$ cat config.mk
export PLATFORM = sky130hd
export DESIGN_NAME = clkreg_port
export DESIGN_NICKNAME = d
export VERILOG_FILES = /design/src/rtl/clkreg_pkg.sv /design/src/rtl/clkreg_ctrl.sv /design/src/rtl/clkreg_index.sv /design/src/rtl/clkreg_bank.sv /design/src/rtl/clkreg_port.sv
export SDC_FILE = /design/constraint.sdc
export NUM_CORES = 1
export LEC_CHECK = 0
export BUFFER_PORTS_ARGS = -buffer_cell sky130_fd_sc_hd__buf_2
export CORE_MARGIN = 1.5
export CORE_UTILIZATION = 35
export CTS_CLUSTER_SIZE = 24
export DETAILED_ROUTE_END_ITERATION = 6
export MAX_ROUTING_LAYER = met4
export PLACE_DENSITY = 0.53
export SETUP_SLACK_MARGIN = 0.02
export SLEW_MARGIN = 30
export SYNTH_ARGS = -nofsm -noshare
export SYNTH_HDL_FRONTEND = slang
export SYNTH_HIERARCHICAL = 1
export SYNTH_SLANG_ARGS = --single-unit
$ cat constraint.sdc
create_clock -name clk -period 3.1 [get_ports clk]
set_clock_uncertainty 0.15 [all_clocks]
set_input_delay 0.62 -clock clk [delete_from_list [all_inputs] [get_ports clk]]
set_output_delay 0.62 -clock clk [all_outputs]
set_load 0.01 [all_outputs]
$ cat src/rtl/clkreg_pkg.sv
package clkreg_pkg;
  localparam int LANE_W      = 8;
  localparam int NUM_LANES   = 4;
  localparam int IDX_FIELD_W = 6;
  localparam int SEL_W       = 2;
  localparam int LANE_CTRL   = 0;
  localparam int LANE_IDX    = 1;
  localparam int LANE_DATA   = 2;
  localparam int RELOAD_BIT  = 6;
  localparam int WFLAG_BIT   = 1;
  localparam int IDX_LSB     = 2;

  typedef logic [IDX_FIELD_W-1:0] idx_field_t;
  typedef logic [LANE_W-1:0]      lane_t;
endpackage

$ cat src/rtl/clkreg_ctrl.sv
module clkreg_ctrl
  import clkreg_pkg::*;
(
  input  logic             clk,
  input  logic             rst_n,
  input  logic             wr_ctrl,
  input  lane_t            ctrl_byte,
  output logic [SEL_W-1:0] sel_q,
  output logic             reload_q
);
  logic [SEL_W-1:0] sel_d;
  logic             reload_d;

  always_comb begin
    sel_d    = sel_q;
    reload_d = 1'b0;
    if (wr_ctrl) begin
      sel_d    = ctrl_byte[SEL_W-1:0];
      reload_d = ctrl_byte[RELOAD_BIT];
    end
  end

  always_ff @(posedge clk or negedge rst_n) begin
    if (!rst_n) begin
      sel_q    <= '0;
      reload_q <= 1'b0;
    end else begin
      sel_q    <= sel_d;
      reload_q <= reload_d;
    end
  end
endmodule

$ cat src/rtl/clkreg_index.sv
module clkreg_index
  import clkreg_pkg::*;
(
  input  logic       clk,
  input  logic       rst_n,
  input  logic       wr_idx,
  input  lane_t      idx_byte,
  output idx_field_t idx_q,
  output logic       wflag_q
);
  idx_field_t idx_d;
  logic       wflag_d;

  always_comb begin
    idx_d   = idx_q;
    wflag_d = wflag_q;
    if (wr_idx) begin
      idx_d   = idx_byte[LANE_W-1:IDX_LSB];
      wflag_d = idx_byte[WFLAG_BIT];
    end
  end

  always_ff @(posedge clk or negedge rst_n) begin
    if (!rst_n) begin
      idx_q   <= '0;
      wflag_q <= 1'b0;
    end else begin
      idx_q   <= idx_d;
      wflag_q <= wflag_d;
    end
  end
endmodule

$ cat src/rtl/clkreg_bank.sv
module clkreg_bank
  import clkreg_pkg::*;
#(
  parameter int NUM_REGS = 32,
  parameter int REG_W    = 8
) (
  input  logic                      clk,
  input  logic                      rst_n,
  input  logic                      wr_data,
  input  idx_field_t                idx,
  input  logic                      wflag,
  input  logic [REG_W-1:0]          wbyte,
  output logic [NUM_REGS*REG_W-1:0] bank_flat,
  output logic [REG_W-1:0]          rd_byte
);
  logic [REG_W-1:0] entry_q [NUM_REGS];

  for (genvar k = 0; k < NUM_REGS; k++) begin : g_entry
    logic             hit;
    logic             en;
    logic [REG_W-1:0] entry_d;

    assign hit = (idx == IDX_FIELD_W'(k));
    assign en  = wr_data && wflag && hit;

    always_comb begin
      entry_d = entry_q[k];
      if (en) entry_d = wbyte;
    end

    always_ff @(posedge clk or negedge rst_n) begin
      if (!rst_n) entry_q[k] <= '0;
      else        entry_q[k] <= entry_d;
    end

    assign bank_flat[k*REG_W +: REG_W] = entry_q[k];
  end

  always_comb begin
    rd_byte = '0;
    for (int k = 0; k < NUM_REGS; k++) begin
      if (idx == IDX_FIELD_W'(k)) rd_byte = entry_q[k];
    end
  end
endmodule

$ cat src/rtl/clkreg_port.sv
module clkreg_port
  import clkreg_pkg::*;
#(
  parameter int NUM_REGS = 32,
  parameter int REG_W    = 8
) (
  input  logic                      clk,
  input  logic                      rst_n,
  input  logic                      wr_en,
  input  logic [NUM_LANES-1:0]      be,
  input  logic [31:0]               wdata,
  output logic [31:0]               rdata,
  output logic [SEL_W-1:0]          clk_sel_o,
  output logic                      reload_o,
  output logic [NUM_REGS*REG_W-1:0] bank_o
);
  lane_t            lane_w [NUM_LANES];
  logic             wr_lane [NUM_LANES];
  idx_field_t       idx_q;
  logic             wflag_q;
  logic [REG_W-1:0] rd_byte;
  lane_t            data_lane;
  lane_t            ctrl_lane;

  for (genvar l = 0; l < NUM_LANES; l++) begin : g_lane
    assign lane_w[l]  = wdata[l*LANE_W +: LANE_W];
    assign wr_lane[l] = wr_en && be[l];
  end

  clkreg_ctrl u_ctrl (
    .clk       (clk),
    .rst_n     (rst_n),
    .wr_ctrl   (wr_lane[LANE_CTRL]),
    .ctrl_byte (lane_w[LANE_CTRL]),
    .sel_q     (clk_sel_o),
    .reload_q  (reload_o)
  );

  clkreg_index u_index (
    .clk      (clk),
    .rst_n    (rst_n),
    .wr_idx   (wr_lane[LANE_IDX]),
    .idx_byte (lane_w[LANE_IDX]),
    .idx_q    (idx_q),
    .wflag_q  (wflag_q)
  );

  clkreg_bank #(.NUM_REGS(NUM_REGS), .REG_W(REG_W)) u_bank (
    .clk       (clk),
    .rst_n     (rst_n),
    .wr_data   (wr_lane[LANE_DATA]),
    .idx       (idx_q),
    .wflag     (wflag_q),
    .wbyte     (lane_w[LANE_DATA][REG_W-1:0]),
    .bank_flat (bank_o),
    .rd_byte   (rd_byte)
  );

  always_comb begin
    data_lane = '0;
    data_lane[REG_W-1:0] = rd_byte;
    ctrl_lane = '0;
    ctrl_lane[SEL_W-1:0] = clk_sel_o;
  end

  assign rdata = {8'h00, data_lane, idx_q, wflag_q, 1'b0, ctrl_lane};
endmodule

==> impl_metrics.csv <==
group,metric,value,unit
finish,area_growth,37.2,%
finish,diodes,0,
outcome,violations,"negative setup slack",
finish,nets,1598,
routing,wl_per_cell,26.0,µm
synthesis,synth_fa_ha_area_frac,0,
pwr,peakVddDrop,0.000411,V
grt,grt_pass1_vias,11299,
finish,post-route-cell-area,0.0186,mm²
synthesis,synth_seq_area_share,0.492,
setup_path,setup.worst_path.class,"register to output port",
grt,antenna_found_initial,0,
synthesis,yosysWarnings,6,
finish,final_util,0.491,
routing,viasPerCell,5.49,
clock_tree,path_clk_slew,0.06,ns
placed_design,io_buffers,299,
grt,grt_pass1_wl,78.2,mm
routing,wirelength,54.4,mm
clock_tree,cts_buffer_depth,3,
synthesis,ys_types,75,
grt,gr-usage-all-layers,0.279,
finish,regArea,0.00667,mm²
setup_path,critPathTopFamily,"compound AO/OA/AOI/OAI gates",
routing,dr_wl_met3,3.92,mm
synthesis,synthMuxAreaShare,0.279,
synthesis,synth-main-ff-cell,"dfrtp_1",
routing,vias,11494,
floorplanning,dieArea,0.0398,mm²
clock_tree,clk_latency,0.57,ns
clock_tree,clock-sinks,266,
timing,hold_ws,0.120,ns
setup_path,r2r_start,"u_index/idx_q[0]",
routing,dr.pass1.iters,5,
setup_path,critical_path.startpoint,"u_index/idx_q[0]",
routing,m1WireLength,24.3,mm
hold_path,hold_path_class,"primary input to register",
setup_path,cpMaxStageDelayCell,"mux4_2",
setup_path,start_kind,"register",
routing,postRouteAntennaNets,0,
timing,report.final.slew_viol_count,0,
clock_tree,cts_inserted_buffers,31,
clock_tree,htreeDepth,1,
placed_design,gp_congestion,0.934,
floorplanning,die_w,200,µm
floorplanning,coreArea,0.0378,mm²
finish,fillers,3564,
outcome,outcome,"complete, but fails checks",
grt,grt_overflow,0,
flow_run,cap_violations,0,
placed_design,postPlaceCellArea,0.0166,mm²
synthesis,synthXorXnorAreaFrac,0,
synthesis,synthSimpleGateAreaFrac,0.0781,
setup_path,path_cells,"buf_6, mux4_2, a22oi_2, buf_4, nand2_4, a221oi_4, a2111oi_4, a221o_1, buf_2",
timing,worstMarginPinSlew,0.894,ns
synthesis,synth_compound_area_frac,0.106,
synthesis,ys_seq_elements,266,
timing,grt_setup_unrepaired,"yes",
routing,drt_iter0_markers,853,
setup_path,critical_path_required,2.33,ns
synthesis,ys_async_sr_fraction,1.00,
clock_tree,cts_tree,"yes",
routing,top_layer_used,"met4",
synthesis,syn_inst,1109,
synthesis,synth_area,0.0135,mm²
placed_design,dp_hpwl,39.3,mm
clock_tree,root_buffer,"clkbuf_16",
routing,met2_wirelength,24.7,mm
timing,max_slew_margin,0.404,
timing,min_period_over_period,1.21,
timing,finalHoldViolCount,0,
setup_path,arrival,2.99,ns
hold_path,min_from,"wdata[6]",
floorplanning,ios,330,
setup_path,endpoint_kind,"output port",
floorplanning,initial_core_util,0.358,
timing,fin_ws,-0.665,ns
floorplanning,rows,71,
finish,multi_input_area,0.00690,mm²
finish,drive_above_1_share,0.612,
setup_path,timing.critical_path.buf_inv,3,
pwr,leakage,9.37,nW
floorplanning,die_y,200,µm
grt,grt_max_degree,79,
setup_path,path_max_fanout,3,
timing,fin_crit,3.76,ns
timing,max_freq,266,MHz
synthesis,synth_top_family_by_area,"multiplexers",
timing,finalSetupViolations,8,
setup_path,slowest_delay,0.54,ns
synthesis,synth-edff-count,0,
synthesis,syn_area_per_cell,12.2,µm²
pwr,powerDensity,584,mW/mm²
routing,drc,0,
==> Yosys cell counts (16+ instances only) <==
cell type	instances	area (µm²)
buf_4	27	203
clkbuf_1	39	146
mux2i_1	37	370
a21oi_1	56	280
buf_2	31	155
o21ai_0	64	320
mux2_2	270	3040
nor2_2	18	113
dfrtp_1	266	6660
nor2_1	38	143
o22ai_1	16	100
nand2_1	37	139
==> where the power goes <==
part / switching [W] / leakage [nW] / internal [W]
clock: 0.00149 / 0.472 / 0.00201
sequential: 0.000438 / 3.61 / 0.00387
combinational: 0.00162 / 5.28 / 0.00142
==> cells in the final DEF (no fill, tap or decap), types with 5 or more instances in the layout <==
cell type / instances
o211ai_1: 9
conb_1: 15
o22ai_2: 5
o21ai_2: 8
nor2_1: 34
buf_8: 5
inv_1: 9
buf_6: 16
buf_4: 172
clkbuf_16: 32
o22ai_1: 11
nor2_2: 20
o21ai_0: 45
clkinv_2: 8
dfrtp_1: 260
nand3_1: 9
mux2_4: 8
a21oi_2: 7
a21oi_1: 48
mux4_2: 11
mux2_2: 269
nand2_1: 35
o221ai_2: 5
o21ai_1: 13
mux2i_1: 33
nor2_4: 8
clkbuf_1: 9
nand2b_1: 6
buf_2: 299
buf_12: 12
a31oi_1: 5
nor3_1: 10
==> final timing paths <==
| check | endpoint | slack [ns] | depth (start not counted) |
|---|---|---|---|
| max | rdata[17] | -0.66 | 9 |
| min | u_ctrl/reload_q | 0.12 | 2 |
| max reg2reg | u_bank/bank_flat[125] | 0.29 | 9 |
| min reg2reg | u_bank/bank_flat[251] | 0.38 | 1 |
| max in group asynchronous | u_bank/bank_flat[159] | 1.54 | 3 |
| min in group asynchronous | u_bank/bank_flat[12] | 0.48 | 2 |
==> worst register-to-register path, stage by stage, from the launching register on <==
cell,delay (ns)
dfrtp_4,0.42
buf_4,0.15
buf_12,0.17
and2_4,0.21
buf_4,0.12
buf_4,0.09
nand3_2,0.25
buf_4,0.30
nor2_2,0.42
mux2_2,0.40
==> repair_timing <==
action / CTS / global route
hold buffers: 1 / 0
gates cloned: 1 / 2
endpoints found under the hold margin: 73 / 0
setup buffers: 19 / 10
endpoints found under the setup margin: 8 / 8
gates resized for setup: 127 / 37
pin swaps: 30 / 22
==> per-stage QoR <==
| step | setup WS [ns] | TNS, ns | std cells | total power, W |
|---|---|---|---|---|
| after CTS | -0.651 | -4.75 | 2082 | 0.0108 |
| after detailed placement | -0.330 | -1.87 | 2007 | 0.00703 |
| final | -0.665 | -4.78 | 2093 | 0.0108 |
| after global routing | -0.700 | -5.18 | 2093 | 0.0113 |
| after global placement | -0.343 | -1.80 | 2007 | 0.00700 |
| after floorplan | 0.271 | 0 | 1123 | 0.00558 |
==> area by class of cell <==
class | instances | share of cell area
tap | 511 | 0.0344
timing repair buffer | 507 | 0.181
clock buffer | 44 | 0.0466
sequential | 266 | 0.359
multi-input combinational | 743 | 0.372
inverter | 10 | 0.00222
clock inverter | 12 | 0.00506
==> kinds of logic after synthesis <==
| family | count (synthesis) |
|---|---|
| buffers and inverters | 114 |
| flip-flops | 266 |
| other | 1 |
| AO/OA/AOI/OAI | 225 |
| AND/OR/NAND/NOR | 177 |
| multiplexers | 326 |
==> metal layers <==
layer / vias up / track usage
met1: 5931 / 0.385
met5: - / -
met2: 459 / 0.417
li1: 5013 / -
met3: 91 / 0.0522
met4: 0 / 0.0799
==> registers in the layout, indices dropped and copies added (netlist names) <==
name,flops
u_index/wflag_q,1
u_ctrl/sel_q,2
u_index/idx_q,6
u_bank/bank_flat,256
u_ctrl/reload_q,1
Power figures use the tool's default switching activity.
